`config.mk`:
```
export PLATFORM = sky130hd
export DESIGN_NAME = nested_regfile
export DESIGN_NICKNAME = d
export VERILOG_FILES = /design/src/rtl/nrf_pkg.sv /design/src/rtl/nrf_write_merge.sv /design/src/rtl/nrf_read_view.sv /design/src/rtl/nested_regfile.sv
export SDC_FILE = /design/constraint.sdc
export NUM_CORES = 2
export LEC_CHECK = 0
export CORE_MARGIN = 2
export CORE_UTILIZATION = 50
export CTS_CLUSTER_DIAMETER = 50
export DETAILED_ROUTE_END_ITERATION = 12
export DONT_BUFFER_PORTS = 1
export GPL_ROUTABILITY_DRIVEN = 0
export PLACE_DENSITY_LB_ADDON = 0.05
export SLEW_MARGIN = 20
export SYNTH_ARGS = -nofsm -noshare
export SYNTH_HDL_FRONTEND = slang
export SYNTH_SLANG_ARGS = --single-unit
export TNS_END_PERCENT = 100
```
`constraint.sdc`:
```
create_clock -name clk -period 6.1 [get_ports clk]
set_input_delay 0.61 -clock clk [delete_from_list [all_inputs] [get_ports clk]]
set_output_delay 0.61 -clock clk [all_outputs]
set_load 0.05 [all_outputs]
```
`src/rtl/nrf_pkg.sv`:
```
package nrf_pkg;
  typedef enum logic [1:0] {
    VSZ_B = 2'd0,
    VSZ_W = 2'd1,
    VSZ_D = 2'd2,
    VSZ_Q = 2'd3
  } vsize_e;

  typedef enum logic [1:0] {
    FILL_NONE = 2'd0,
    FILL_ZERO = 2'd1,
    FILL_SIGN = 2'd2,
    FILL_RSVD = 2'd3
  } fill_e;
endpackage

```
`src/rtl/nrf_write_merge.sv`:
```
module nrf_write_merge
  import nrf_pkg::*;
#(
  parameter int XLEN    = 64,
  parameter int IDXW    = 4,
  parameter int HB_REGS = 4
) (
  input  logic [XLEN-1:0] old_word,
  input  logic [IDXW-1:0] idx,
  input  logic [1:0]      size,
  input  logic            hi,
  input  logic [1:0]      ext,
  input  logic [1:0]      src_size,
  input  logic [XLEN-1:0] data,
  output logic [XLEN-1:0] new_word,
  output logic            illegal
);
  localparam logic [IDXW-1:0] HB_LIM = IDXW'(HB_REGS);

  vsize_e dst_sz, src_sz;
  fill_e  mode;
  logic [XLEN-1:0] eff;
  logic            hi_ok;

  assign dst_sz = vsize_e'(size);
  assign src_sz = vsize_e'(src_size);
  assign mode   = fill_e'(ext);

  function automatic logic [XLEN-1:0] widen(input logic [XLEN-1:0] v,
                                            input vsize_e sz,
                                            input logic sgn);
    logic [XLEN-1:0] r;
    case (sz)
      VSZ_B:   r = {{(XLEN-8){sgn & v[7]}}, v[7:0]};
      VSZ_W:   r = {{(XLEN-16){sgn & v[15]}}, v[15:0]};
      VSZ_D:   r = {{(XLEN-32){sgn & v[31]}}, v[31:0]};
      default: r = v;
    endcase
    return r;
  endfunction

  always_comb begin
    illegal = 1'b0;
    hi_ok   = 1'b0;
    eff     = data;
    if (mode == FILL_NONE) begin
      hi_ok = hi && (dst_sz == VSZ_B) && (idx < HB_LIM);
    end else begin
      illegal = (mode == FILL_RSVD) || (src_sz >= dst_sz) ||
                (mode == FILL_ZERO && src_sz == VSZ_D);
      eff     = widen(data, src_sz, mode == FILL_SIGN);
    end
  end

  always_comb begin
    case (dst_sz)
      VSZ_B:   new_word = hi_ok ? {old_word[XLEN-1:16], eff[7:0], old_word[7:0]}
                                : {old_word[XLEN-1:8], eff[7:0]};
      VSZ_W:   new_word = {old_word[XLEN-1:16], eff[15:0]};
      VSZ_D:   new_word = {{(XLEN-32){1'b0}}, eff[31:0]};
      default: new_word = eff;
    endcase
    if (illegal) new_word = old_word;
  end
endmodule

```
`src/rtl/nrf_read_view.sv`:
```
module nrf_read_view
  import nrf_pkg::*;
#(
  parameter int XLEN    = 64,
  parameter int IDXW    = 4,
  parameter int HB_REGS = 4
) (
  input  logic [XLEN-1:0] word,
  input  logic [IDXW-1:0] idx,
  input  logic [1:0]      size,
  input  logic            hi,
  output logic [XLEN-1:0] view
);
  localparam logic [IDXW-1:0] HB_LIM = IDXW'(HB_REGS);

  always_comb begin
    case (vsize_e'(size))
      VSZ_B:   view = (hi && idx < HB_LIM) ? {{(XLEN-8){1'b0}}, word[15:8]}
                                           : {{(XLEN-8){1'b0}}, word[7:0]};
      VSZ_W:   view = {{(XLEN-16){1'b0}}, word[15:0]};
      VSZ_D:   view = {{(XLEN-32){1'b0}}, word[31:0]};
      default: view = word;
    endcase
  end
endmodule

```
`src/rtl/nested_regfile.sv`:
```
module nested_regfile
  import nrf_pkg::*;
#(
  parameter int NREG    = 16,
  parameter int XLEN    = 64,
  parameter int HB_REGS = 4,
  parameter int IDXW    = $clog2(NREG)
) (
  input  logic            clk,
  input  logic            rst,
  input  logic            wr_en,
  input  logic [IDXW-1:0] wr_idx,
  input  logic [1:0]      wr_size,
  input  logic            wr_hi,
  input  logic [1:0]      wr_ext,
  input  logic [1:0]      wr_src_size,
  input  logic [XLEN-1:0] wr_data,
  input  logic [IDXW-1:0] rd0_idx,
  input  logic [1:0]      rd0_size,
  input  logic            rd0_hi,
  output logic [XLEN-1:0] rd0_data,
  input  logic [IDXW-1:0] rd1_idx,
  input  logic [1:0]      rd1_size,
  input  logic            rd1_hi,
  output logic [XLEN-1:0] rd1_data,
  output logic            ext_err
);
  localparam int NRD = 2;

  logic [XLEN-1:0] regs [NREG];
  logic [XLEN-1:0] old_word, new_word;
  logic            illegal;

  assign old_word = regs[wr_idx];

  nrf_write_merge #(.XLEN(XLEN), .IDXW(IDXW), .HB_REGS(HB_REGS)) u_merge (
    .old_word (old_word),
    .idx      (wr_idx),
    .size     (wr_size),
    .hi       (wr_hi),
    .ext      (wr_ext),
    .src_size (wr_src_size),
    .data     (wr_data),
    .new_word (new_word),
    .illegal  (illegal)
  );

  always_ff @(posedge clk) begin
    if (rst) begin
      for (int i = 0; i < NREG; i++) regs[i] <= '0;
      ext_err <= 1'b0;
    end else begin
      if (wr_en) regs[wr_idx] <= new_word;
      ext_err <= wr_en && illegal;
    end
  end

  logic [IDXW-1:0] rp_idx  [NRD];
  logic [1:0]      rp_size [NRD];
  logic            rp_hi   [NRD];
  logic [XLEN-1:0] rp_data [NRD];

  assign rp_idx[0]  = rd0_idx;
  assign rp_size[0] = rd0_size;
  assign rp_hi[0]   = rd0_hi;
  assign rp_idx[1]  = rd1_idx;
  assign rp_size[1] = rd1_size;
  assign rp_hi[1]   = rd1_hi;
  assign rd0_data   = rp_data[0];
  assign rd1_data   = rp_data[1];

  for (genvar p = 0; p < NRD; p++) begin : g_rd
    nrf_read_view #(.XLEN(XLEN), .IDXW(IDXW), .HB_REGS(HB_REGS)) u_view (
      .word (regs[rp_idx[p]]),
      .idx  (rp_idx[p]),
      .size (rp_size[p]),
      .hi   (rp_hi[p]),
      .view (rp_data[p])
    );
  end


  err_after_write_chk: assert property (@(posedge clk) disable iff (rst)
    ext_err |-> $past(wr_en));


  illegal_no_change_chk: assert property (@(posedge clk) disable iff (rst)
    (wr_en && illegal) |=> regs[$past(wr_idx)] == $past(old_word));


  dword_clears_top_chk: assert property (@(posedge clk) disable iff (rst)
    (wr_en && !illegal && wr_size == VSZ_D) |=> regs[$past(wr_idx)][XLEN-1:32] == '0);


  byte_keeps_upper_chk: assert property (@(posedge clk) disable iff (rst)
    (wr_en && wr_ext == FILL_NONE && wr_size == VSZ_B)
      |=> regs[$past(wr_idx)][XLEN-1:16] == $past(old_word[XLEN-1:16]));

  for (genvar g = 0; g < NREG; g++) begin : g_hold

    untouched_stable_chk: assert property (@(posedge clk) disable iff (rst)
      !(wr_en && wr_idx == IDXW'(g)) |=> $stable(regs[g]));
  end
endmodule

```
==> impl_metrics.toml <==
[timing]
period_share_pct = 69.5
clock.fmax_ghz = 0.236
worst_pin_slew_ns = 1.29
timing.hold.ws_ns = 0.148
fin_crit_ns = 4.24
rsz0062_at_grt = "no"
finalHoldViolCount = 0
drv_slew = 0
setup-violations-final = 0
slew_headroom_pct = 14.0
final.setup.tns_ns = 0

[pwr]
clkPwrFrac_pct = 42.9
ir_drop_mv = 0.239
combPwrFrac_pct = 11.7
netSwitchingPower_mw = 4.69
p_seq_share_pct = 45.4
power_leakage_nw = 19.2
intPower_mw = 13.7
cellPowerDensity_nw_per_um2 = 308
switching_share_pct = 25.5

[logic_synthesis]
async_flop_share_pct = 0
synth_edf_count = 1024
yosysUniqueCellTypes = 52
synth_top_area_share_pct = 56.4
yosysMostFrequentCell = "nor2_1"
seq_area_frac_synth_pct = 56.5
ys_ff_latch = 1025
synth_nets = 4154
yosys_warnings = 0
ys_top_cells_by_count = "nor2_1, edfxtp_1, mux4_2"
synth_cells = 4060
synth-main-ff-cell = "edfxtp_1"
synth.avg_cell_area_um2 = 13.4
mappedNetlistArea_um2 = 54500
ys_top_cells_by_area = "edfxtp_1, mux4_2, nor2_1"
yosysTopAreaCell = "edfxtp_1"

[global_route]
grt_overflow = 0
grt_pass1_wl_um = 270000
grt_usage_pct = 34.1
grt_start_max_net_pins = 332
antenna_found_initial = 18
grt_pass1_vias = 36918

[outcome]
status = "finished clean"

[job]
maxCapViolCount = 0

[critical_path]
cp.required_ns = 5.49
crit_path_max_fanout = 202
worstPathCellList = "nand2b_1 > a211oi_1 > a211oi_1 > a21oi_1 > o21ai_1"
crit_path_end_kind = "output pin"
start_kind = "input pin"
crit_type = "input pin to output pin"
critPathArrivalTime_ns = 3.63
cp_top_family = "compound AO/OA/AOI/OAI gates"
crit_path_frequent_cell = "a211oi_1"
cp.buffers_inverters = 0
cpMaxStageDelayCell = "o21ai_1"
cpPeakStageDelay_ns = 0.92

[clock_tree]
numCtsBuffers = 132
cts.reportedPaths.clkPinSlew_ns = 0.06
clock_path_buffers = 3
cts_tree = "built"
clock_sinks = 1025
cts_resized = 0
cts_hold_buf = 0
cts_root_buf = "clkbuf_16"
post_cts_buffers = 0
cts_htree_levels = 4

[min_path]
hold_end = "regs[1][5]"
hp-start = "wr_data[5]"
hp-class = "input pin to register"
min_path_cells = 2

[detailed_routing]
drc = 0
wl_um = 191000
drtIter0Drc = 5145
viasPerCell = 6.97
vias = 37623
wl_per_cell_um = 35.5
dr.pass1.iters = 7
drtAntennaViolNets = 0

[layout]
fin_nets = 3980
finalInstanceArea_um2 = 59700
final_layout_size_suffix_gt1_share_pct = 19.9
area_growth_pct = 9.51
fillCellCount = 8794

[die]
rows = 121
core_um2 = 108000
start_util_pct = 50.3
die_area_um2 = 112000
die_w_um = 334
die_h_um = 334
io_pins = 221

[place]
post_dp_cell_area_um2 = 55300
dp_hpwl_um = 119000
io_buffer_count = 0
[worst max-delay path by stage]
| stage | slack (ns) | to | depth (start not counted) | from |
|---|---|---|---|---|
| floorplan | 2.63 | rd0_data[21] | 9 | rd0_idx[0] |
| global placement | 1.73 | regs[2][39] | 7 | wr_src_size[0] |
| detailed placement | 1.72 | regs[2][54] | 7 | wr_src_size[0] |
| CTS | 2.32 | rd1_data[51] | 6 | rd1_size[1] |
| global route | 2.03 | rd1_data[16] | 5 | rd1_idx[1] |
| finish | 1.86 | rd1_data[16] | 5 | rd1_idx[1] |
[flip-flops by register name, summed over array words and instances, names as in the netlist]
signal	flops
ext_err	1
regs	1024
[stage by stage]
| step | worst slack [ns] | power (mW) | util [%] | instances |
|---|---|---|---|---|
| finish | 1.86 | 18.4 | 55.0 | 5396 |
| CTS | 2.32 | 18.4 | 55.0 | 5392 |
| global placement | 1.73 | 10.5 | 50.9 | 5163 |
| floorplan | 2.63 | 10.0 | - | 4060 |
| detailed placement | 1.72 | 10.6 | 51.0 | 5165 |
| global route | 2.03 | 18.8 | 55.0 | 5393 |
[layout make-up]
class,instances,area [um^2],area share [%]
timing repair buffer,91,699,1.17
tap,1414,1770,2.96
antenna,3,7.51,0.0126
sequential,1025,30800,51.6
inverter,4,15.0,0.0252
clock buffer,153,3510,5.88
multi-input combinational,2632,22100,37.0
clock inverter,74,835,1.40
[cells in the final DEF (no fill, tap or decap), types with 50 or more instances in the layout]
master     Yosys  final
buf_4         56     89
a21oi_1       67     66
nand2_1      100    100
edfxtp_1    1024   1024
nor2b_1       56     50
clkbuf_16      0    138
nor2_1      1061   1058
mux4_2       395    395
a22oi_1      137    137
a211oi_1      73     65
mux2i_1      258    258
[power by group through the flow]
stage               clock, mW  sequential (mW)  combinational, mW
CTS                      7.90             8.34               2.12
finish                   7.88             8.34               2.16
floorplan                   0             8.38               1.66
detailed placement          0             8.48               2.12
global placement            0             8.44               2.10
global route             8.18             8.38               2.20
[layer usage]
layer  GRT usage [%]  wire length (um)  vias to the layer above
li1                -                 -                    15255
met1            43.8             69800                    19504
met2            54.9             91500                     2356
met3            8.88             20500                      484
met4            14.6              9470                       24
met5               0               144                        -
[cell families (layout without fill, tap and decap cells)]
family / Yosys count / count (layout) / share of synthesized area, %
other cells: 0 / 3 / 0
mux: 665 / 665 / 21.3
flops: 1025 / 1025 / 56.5
fa+ha+maj: 2 / 2 / 0.0459
buf+inv: 403 / 322 / 3.78
compound gates: 540 / 540 / 7.32
simple gates: 1425 / 1425 / 11.1
Power figures use the tool's default switching activity.
